### config.mk
export PLATFORM = sky130hd
export DESIGN_NAME = resync_div_channel
export DESIGN_NICKNAME = d
export VERILOG_FILES = /design/src/rtl/rdc_pkg.sv /design/src/rtl/rdc_sync_chain.sv /design/src/rtl/rdc_cfg_regs.sv /design/src/rtl/rdc_restart_timer.sv /design/src/rtl/rdc_phase_gen.sv /design/src/rtl/resync_div_channel.sv
export SDC_FILE = /design/constraint.sdc
export NUM_CORES = 1
export LEC_CHECK = 0
export BUFFER_PORTS_ARGS = -buffer_cell sky130_fd_sc_hd__buf_2
export CAP_MARGIN = 20
export CORE_AREA = 4 4 122 77
export DETAILED_ROUTE_END_ITERATION = 6
export DIE_AREA = 0 0 126 81
export SLEW_MARGIN = 40
export SYNTH_ARGS = -nofsm -noshare
export SYNTH_HDL_FRONTEND = slang
export SYNTH_SLANG_ARGS = --single-unit
### constraint.sdc
create_clock -name clk_in -period 12.1 [get_ports clk_in]
set_input_delay 1.21 -clock clk_in [delete_from_list [all_inputs] [get_ports clk_in]]
set_output_delay 1.21 -clock clk_in [all_outputs]
set_load 0.01 [all_outputs]
### src/rtl/rdc_pkg.sv
package rdc_pkg;

  // Ratios below two cannot be produced by a registered output; clamp them.
  function automatic int unsigned clamp_ratio(input int unsigned n);
    return (n < 2) ? 2 : n;
  endfunction

  // Number of high cycles per output period (ceiling half).
  function automatic int unsigned high_len(input int unsigned n);
    return n - (n / 2);
  endfunction

  // Countdown length after the two-flop synchronizer for a given total
  // latency; the optional pre-stage adds its own flop and is not subtracted.
  function automatic int unsigned restart_delay(input int unsigned base_lat);
    return base_lat - 2;
  endfunction

endpackage

### src/rtl/rdc_sync_chain.sv
module rdc_sync_chain #(
  parameter int STAGES = 2
) (
  input  logic clk_in,
  input  logic rst_n,
  input  logic pin_n,
  output logic pin_sync
);
  logic [STAGES-1:0] chain;

  generate
    for (genvar g = 0; g < STAGES; g++) begin : g_stage
      if (g == 0) begin : g_first
        always_ff @(posedge clk_in or negedge rst_n) begin
          if (!rst_n) chain[0] <= 1'b0;
          else        chain[0] <= pin_n;
        end
      end else begin : g_next
        always_ff @(posedge clk_in or negedge rst_n) begin
          if (!rst_n) chain[g] <= 1'b0;
          else        chain[g] <= chain[g-1];
        end
      end
    end
  endgenerate

  assign pin_sync = chain[STAGES-1];
endmodule

### src/rtl/rdc_cfg_regs.sv
module rdc_cfg_regs (
  input  logic clk_in,
  input  logic rst_n,
  input  logic cfg_we,
  input  logic cfg_addr,
  input  logic cfg_wdata,
  output logic soft_active,
  output logic upd_pending
);
  logic soft_shadow;
  logic wr_shadow;
  logic wr_commit;

  assign wr_shadow = cfg_we && !cfg_addr;
  assign wr_commit = cfg_we && cfg_addr && cfg_wdata;

  always_ff @(posedge clk_in or negedge rst_n) begin
    if (!rst_n) begin
      soft_shadow <= 1'b0;
      soft_active <= 1'b0;
      upd_pending <= 1'b0;
    end else begin
      if (wr_shadow) soft_shadow <= cfg_wdata;
      if (upd_pending) soft_active <= soft_shadow;
      upd_pending <= wr_commit;
    end
  end

  // the update flag never lingers past its commit cycle
  assert_update_selfclear_R8: assert property (@(posedge clk_in) disable iff (!rst_n)
    (upd_pending && !wr_commit) |=> !upd_pending);

  // the active bit moves only on a commit
  assert_soft_commit_only_R7: assert property (@(posedge clk_in) disable iff (!rst_n)
    !upd_pending |=> $stable(soft_active));

  // a commit write with data 0 raises no flag
  assert_no_commit_on_zero_R10: assert property (@(posedge clk_in) disable iff (!rst_n)
    (cfg_we && cfg_addr && !cfg_wdata) |=> !upd_pending);
endmodule

### src/rtl/rdc_restart_timer.sv
module rdc_restart_timer
  import rdc_pkg::*;
#(
  parameter int BASE_LAT = 14
) (
  input  logic clk_in,
  input  logic rst_n,
  input  logic release_ok,
  input  logic running,
  output logic restart
);
  localparam int DLY = restart_delay(BASE_LAT);
  localparam int DCW = $clog2(DLY + 1);
  localparam logic [DCW-1:0] LAST = DCW'(DLY - 1);

  logic [DCW-1:0] dcnt;

  assign restart = release_ok && !running && (dcnt == LAST);

  always_ff @(posedge clk_in or negedge rst_n) begin
    if (!rst_n)                             dcnt <= '0;
    else if (!release_ok)                   dcnt <= '0;
    else if (!running && !restart)          dcnt <= dcnt + 1'b1;
  end

  // a restart is a single-cycle event
  assert_restart_single_R3: assert property (@(posedge clk_in) disable iff (!rst_n)
    restart |=> !restart);

  // the countdown never advances while held
  assert_count_cleared_R9: assert property (@(posedge clk_in) disable iff (!rst_n)
    !release_ok |=> (dcnt == '0));
endmodule

### src/rtl/rdc_phase_gen.sv
module rdc_phase_gen
  import rdc_pkg::*;
#(
  parameter int RATIO_W = 8
) (
  input  logic               clk_in,
  input  logic               rst_n,
  input  logic               release_ok,
  input  logic               restart,
  input  logic [RATIO_W-1:0] div_ratio,
  output logic               running,
  output logic               clk_out
);
  logic [RATIO_W-1:0] n_q;
  logic [RATIO_W-1:0] n_eff;
  logic [RATIO_W-1:0] hi_len;
  logic [RATIO_W-1:0] ph;
  logic [RATIO_W-1:0] ph_nx;

  assign n_eff  = RATIO_W'(clamp_ratio(32'(n_q)));
  assign hi_len = RATIO_W'(high_len(32'(n_eff)));
  assign ph_nx  = (ph == n_eff - 1'b1) ? '0 : ph + 1'b1;

  always_ff @(posedge clk_in or negedge rst_n) begin
    if (!rst_n)        n_q <= '0;
    else if (!running) n_q <= div_ratio;
  end

  always_ff @(posedge clk_in or negedge rst_n) begin
    if (!rst_n) begin
      running <= 1'b0;
      ph      <= '0;
      clk_out <= 1'b0;
    end else if (!release_ok) begin
      running <= 1'b0;
      ph      <= '0;
      clk_out <= 1'b0;
    end else if (restart) begin
      running <= 1'b1;
      ph      <= '0;
      clk_out <= 1'b1;
    end else if (running) begin
      ph      <= ph_nx;
      clk_out <= (ph_nx < hi_len);
    end
  end

  // every restart opens with a high phase
  assert_first_edge_rises_R4: assert property (@(posedge clk_in) disable iff (!rst_n)
    (restart && release_ok) |=> clk_out);

  // the phase stays inside one period
  assert_phase_in_range_R4: assert property (@(posedge clk_in) disable iff (!rst_n)
    running |-> (ph < n_eff));

  // the ratio is frozen while the output runs
  assert_ratio_frozen_R6: assert property (@(posedge clk_in) disable iff (!rst_n)
    (running && release_ok) |=> $stable(n_q));
endmodule

### src/rtl/resync_div_channel.sv
module resync_div_channel #(
  parameter int RATIO_W   = 8,
  parameter int BASE_LAT  = 14,
  parameter int PRE_STAGE = 0
) (
  input  logic               clk_in,
  input  logic               rst_n,
  input  logic               sync_n,
  input  logic [RATIO_W-1:0] div_ratio,
  input  logic               cfg_we,
  input  logic               cfg_addr,
  input  logic               cfg_wdata,
  output logic               clk_out
);
  localparam int SYNC_STAGES = 2 + PRE_STAGE;

  logic pin_sync;
  logic soft_active;
  logic upd_pending;
  logic release_ok;
  logic running;
  logic restart;

  rdc_sync_chain #(.STAGES(SYNC_STAGES)) u_sync (
    .clk_in  (clk_in),
    .rst_n   (rst_n),
    .pin_n   (sync_n),
    .pin_sync(pin_sync)
  );

  rdc_cfg_regs u_cfg (
    .clk_in     (clk_in),
    .rst_n      (rst_n),
    .cfg_we     (cfg_we),
    .cfg_addr   (cfg_addr),
    .cfg_wdata  (cfg_wdata),
    .soft_active(soft_active),
    .upd_pending(upd_pending)
  );

  // Either hold source keeps the channel frozen.
  assign release_ok = pin_sync && !soft_active;

  rdc_restart_timer #(.BASE_LAT(BASE_LAT)) u_timer (
    .clk_in    (clk_in),
    .rst_n     (rst_n),
    .release_ok(release_ok),
    .running   (running),
    .restart   (restart)
  );

  rdc_phase_gen #(.RATIO_W(RATIO_W)) u_phase (
    .clk_in    (clk_in),
    .rst_n     (rst_n),
    .release_ok(release_ok),
    .restart   (restart),
    .div_ratio (div_ratio),
    .running   (running),
    .clk_out   (clk_out)
  );

  // a held channel shows a static low output
  assert_hold_static_R2: assert property (@(posedge clk_in) disable iff (!rst_n)
    !release_ok |=> !clk_out);

  // no output activity before the first restart
  assert_idle_until_restart_R1: assert property (@(posedge clk_in) disable iff (!rst_n)
    (!running && !restart) |=> !clk_out);
endmodule

==> results.yml <==
floorplanning:
  die_y_microns: 81
  rows: 26
  coreArea_sq_mm: 0.00833
  fp.dieArea_sq_mm: 0.0102
  start_util: 0.262
  fp.dieW_microns: 126
  num_io_pins: 15
clock_network:
  clock-sinks: 27
  ctsResizeCount: 0
  clk_pin_slew_ns: 0.08
  postCtsSetupRepairBufs: 0
  cts_inserted_buffers: 3
  cts-htree-levels: 1
  cts_tree: "done"
  hold_buffers: 0
  clock-root-buffer: "clkbuf_16"
  insertion_delay_ns: 0.27
  cts.path.max_buffers: 2
power_and_ir_drop:
  power.density_mw_per_mm2: 91.4
  p_sw_uw: 63.9
  p_comb_frac: 0.192
  swShare: 0.287
  pwr-share-seq: 0.444
  vdd.ir_drop.worst_mv: 0.0629
  power.leakage_nw: 1.06
  internal_power_uw: 159
  p_clk_frac: 0.365
cells_and_area:
  nNetsFinal: 287
  fin_cells: 358
  nFillCells: 905
  syn2layout_area_growth_pct: 11.6
  drive_gt1_frac: 0.159
  n_antenna_cell: 0
  register_area_sq_um: 676
  multi_input_area_sq_mm: 0.00139
timing:
  fmaxAchievable_mhz: 221
  period_needed_ns: 4.52
  skew_ns: 0.00460
  rsz0062_at_grt: "false"
  setup_slack_ns: 7.58
  finalSetupViolCount: 0
  drv_slew: 0
  max_slew_margin: 0.602
  post-route-period-util: 0.374
  hold_viol: 0
  worstMarginPinSlew_ns: 0.597
  whs_ns: 0.360
  setup-tns-final_ns: 0
worst_hold_path:
  holdPathEnd: "u_sync.pin_sync"
  holdPathStages: 0
  min-delay-start: "u_sync.chain[0]"
  worstHoldPathType: "reg2reg"
synthesis:
  synth_async_sr_flop_share: 1.00
  synth_cell_type_count: 47
  postSynthAreaPerCell_sq_um: 9.22
  ys_seq_area_frac: 0.309
  synthesis.area_sq_mm: 0.00219
  syn-num-nets: 277
  yosysTopAreaCell: "dfrtp_1"
  yosys.area.top_type_share: 0.309
  synthTopCellsByCount: "dfrtp_1 (27), ha_1 (25), inv_1 (22)"
  synth_seq_cells: 27
  synth_flop_cell: "dfrtp_1"
  yosys_warnings: 0
  synth_edf_count: 0
  synth_area_leaders: "dfrtp_1 (31%), ha_1 (14%), mux2_2 (5.2%), xnor2_1 (4.4%), inv_1 (3.8%)"
  synth_cells: 237
  synth_most_common_cell: "dfrtp_1"
worst_setup_path:
  cp-startpoint: "u_phase.n_q[7]"
  cp.arrival_ns: 4.73
  cp-end-kind: "register"
  worst-path-buf-inv: 1
  cp_max_fo: 10
  r2r_end: "u_phase.clk_out"
  cp_cell_sequence: "inv_1 > ha_1 > or4b_4 > nor2_1 > nor2_1 > ha_1 > nor3b_1 > o21ai_0 > a2111o_1 > nor2_1 > nor2_1 > ha_1 > a21oi_1 > nor2b_1 > o21ai_0 > nand2_1 > a221oi_1 > o41a_1"
  rrSetupSlack_ns: 7.58
  worst_ep_required_time_ns: 12.31
  worstReg2RegStart: "u_phase.n_q[7]"
  startpoint_type: "register"
  critPathSlowestCell: "a2111o_1"
  ff2ff_path_depth: 18
  slowest_delay_ns: 0.60
  criticalPathCategory: "reg2reg"
  crit_family: "simple AND/OR/NAND/NOR gates"
  crit_top_cell: "nor2_1"
run:
  timing.max_cap.violations: 0
place:
  gp_congestion: 0.937
  pre_cts_ws_ns: 7.62
  portBuffers: 14
  hpwl_microns: 4010
  dpl.cell_count: 354
global_route:
  overflow: 0
  grt_pass1_wl_microns: 8130
  antenna_found_initial: 0
  grt_max_degree: 28
  grt_pass1_vias: 1612
  grt.total_usage: 0.0999
detailed_routing:
  dr.pass1.iters: 4
  drt-initial-drc-count: 106
  wl_per_cell_microns: 13.6
  vias: 1666
  drc: 0
  postRouteAntennaNets: 0
  postRouteWirelength_microns: 4860
  viasPerCell: 4.65
outcome:
  outcome: "completed"
==> sequential cells by signal, indices dropped and copies added (netlist names) <==
name,cells
u_cfg.soft_active,1
u_sync.chain,1
u_timer.dcnt,4
u_phase.n_q,8
u_phase.ph,8
u_phase.clk_out,1
u_phase.running,1
u_sync.pin_sync,1
u_cfg.upd_pending,1
u_cfg.soft_shadow,1
==> how the worst max path moves through the flow <==
stage,endpoint,depth (start not counted)
6_report,u_phase.clk_out,18
5_1_grt,u_phase.clk_out,18
4_1_cts,u_phase.clk_out,19
3_5_place_dp,u_phase.clk_out,19
3_3_place_gp,u_phase.clk_out,19
2_1_floorplan,u_phase.clk_out,20
==> placed cells by master, fill, tap and decap left out, types with 3 or more instances in the layout <==
cell,Yosys,final
nand2b_1,5,5
buf_2,0,14
nor2_1,17,17
ha_1,25,25
or2_2,4,4
inv_1,22,22
xor2_1,7,7
xnor2_1,11,11
nor3_1,3,3
dfrtp_1,27,27
o21ai_0,9,9
nand3_1,6,6
clkbuf_16,0,3
o211ai_1,9,9
nand2_1,21,21
and3_1,3,3
mux2_2,10,10
a21oi_1,14,14
==> power groups by stage <==
stage | clock network, mW | logic [mW] | registers (mW)
3_3_place_gp | 0 | 0.0419 | 0.101
4_1_cts | 0.0835 | 0.0433 | 0.0990
6_report | 0.0813 | 0.0427 | 0.0989
5_1_grt | 0.0876 | 0.0487 | 0.0998
2_1_floorplan | 0 | 0.0321 | 0.0992
3_5_place_dp | 0 | 0.0432 | 0.101
==> layout make-up <==
cell class                      instances  area share
Sequential cell                        27       0.277
Tap cell                              112      0.0575
Timing Repair Buffer                   14      0.0287
Clock inverter                          1     0.00359
Multi-Input combinational cell        179       0.568
Inverter                               22      0.0339
Clock buffer                            3      0.0308
==> per-layer routing <==
metal	global-route usage	wire, microns
met1	0.156	2680
met2	0.138	1800
met3	0.0315	363
met4	0.00642	6
met5	0	0
==> cells by family after synthesis <==
| kind of cell | share of synthesized area |
|---|---|
| and+or+nand+nor | 0.172 |
| AOI/OAI and AO/OA | 0.171 |
| buffers and inverters | 0.0567 |
| DFF | 0.309 |
| adders and majority gates | 0.152 |
| xor gates and xnor gates | 0.0830 |
| muxes | 0.0561 |
==> through the flow <==
step	util	cell area (sq um)	total power, mW
6_report	0.293	2440	0.223
5_1_grt	0.293	2440	0.236
4_1_cts	0.293	2440	0.226
3_5_place_dp	0.283	2350	0.144
3_3_place_gp	0.283	2350	0.143
2_1_floorplan	-	2190	0.131
==> worst register-to-register path: stages, from the launching register on <==
cell      delay, ns
dfrtp_1        0.43
inv_1          0.15
ha_1           0.16
or4b_4         0.50
nor2_1         0.20
nor2_1         0.11
ha_1           0.26
nor3b_1        0.22
o21ai_0        0.11
a2111o_1       0.60
nor2_1         0.39
nor2_1         0.12
ha_1           0.31
a21oi_1        0.16
nor2b_1        0.06
o21ai_0        0.13
nand2_1        0.07
a221oi_1       0.28
o41a_1         0.21
Power figures use the tool's default switching activity.
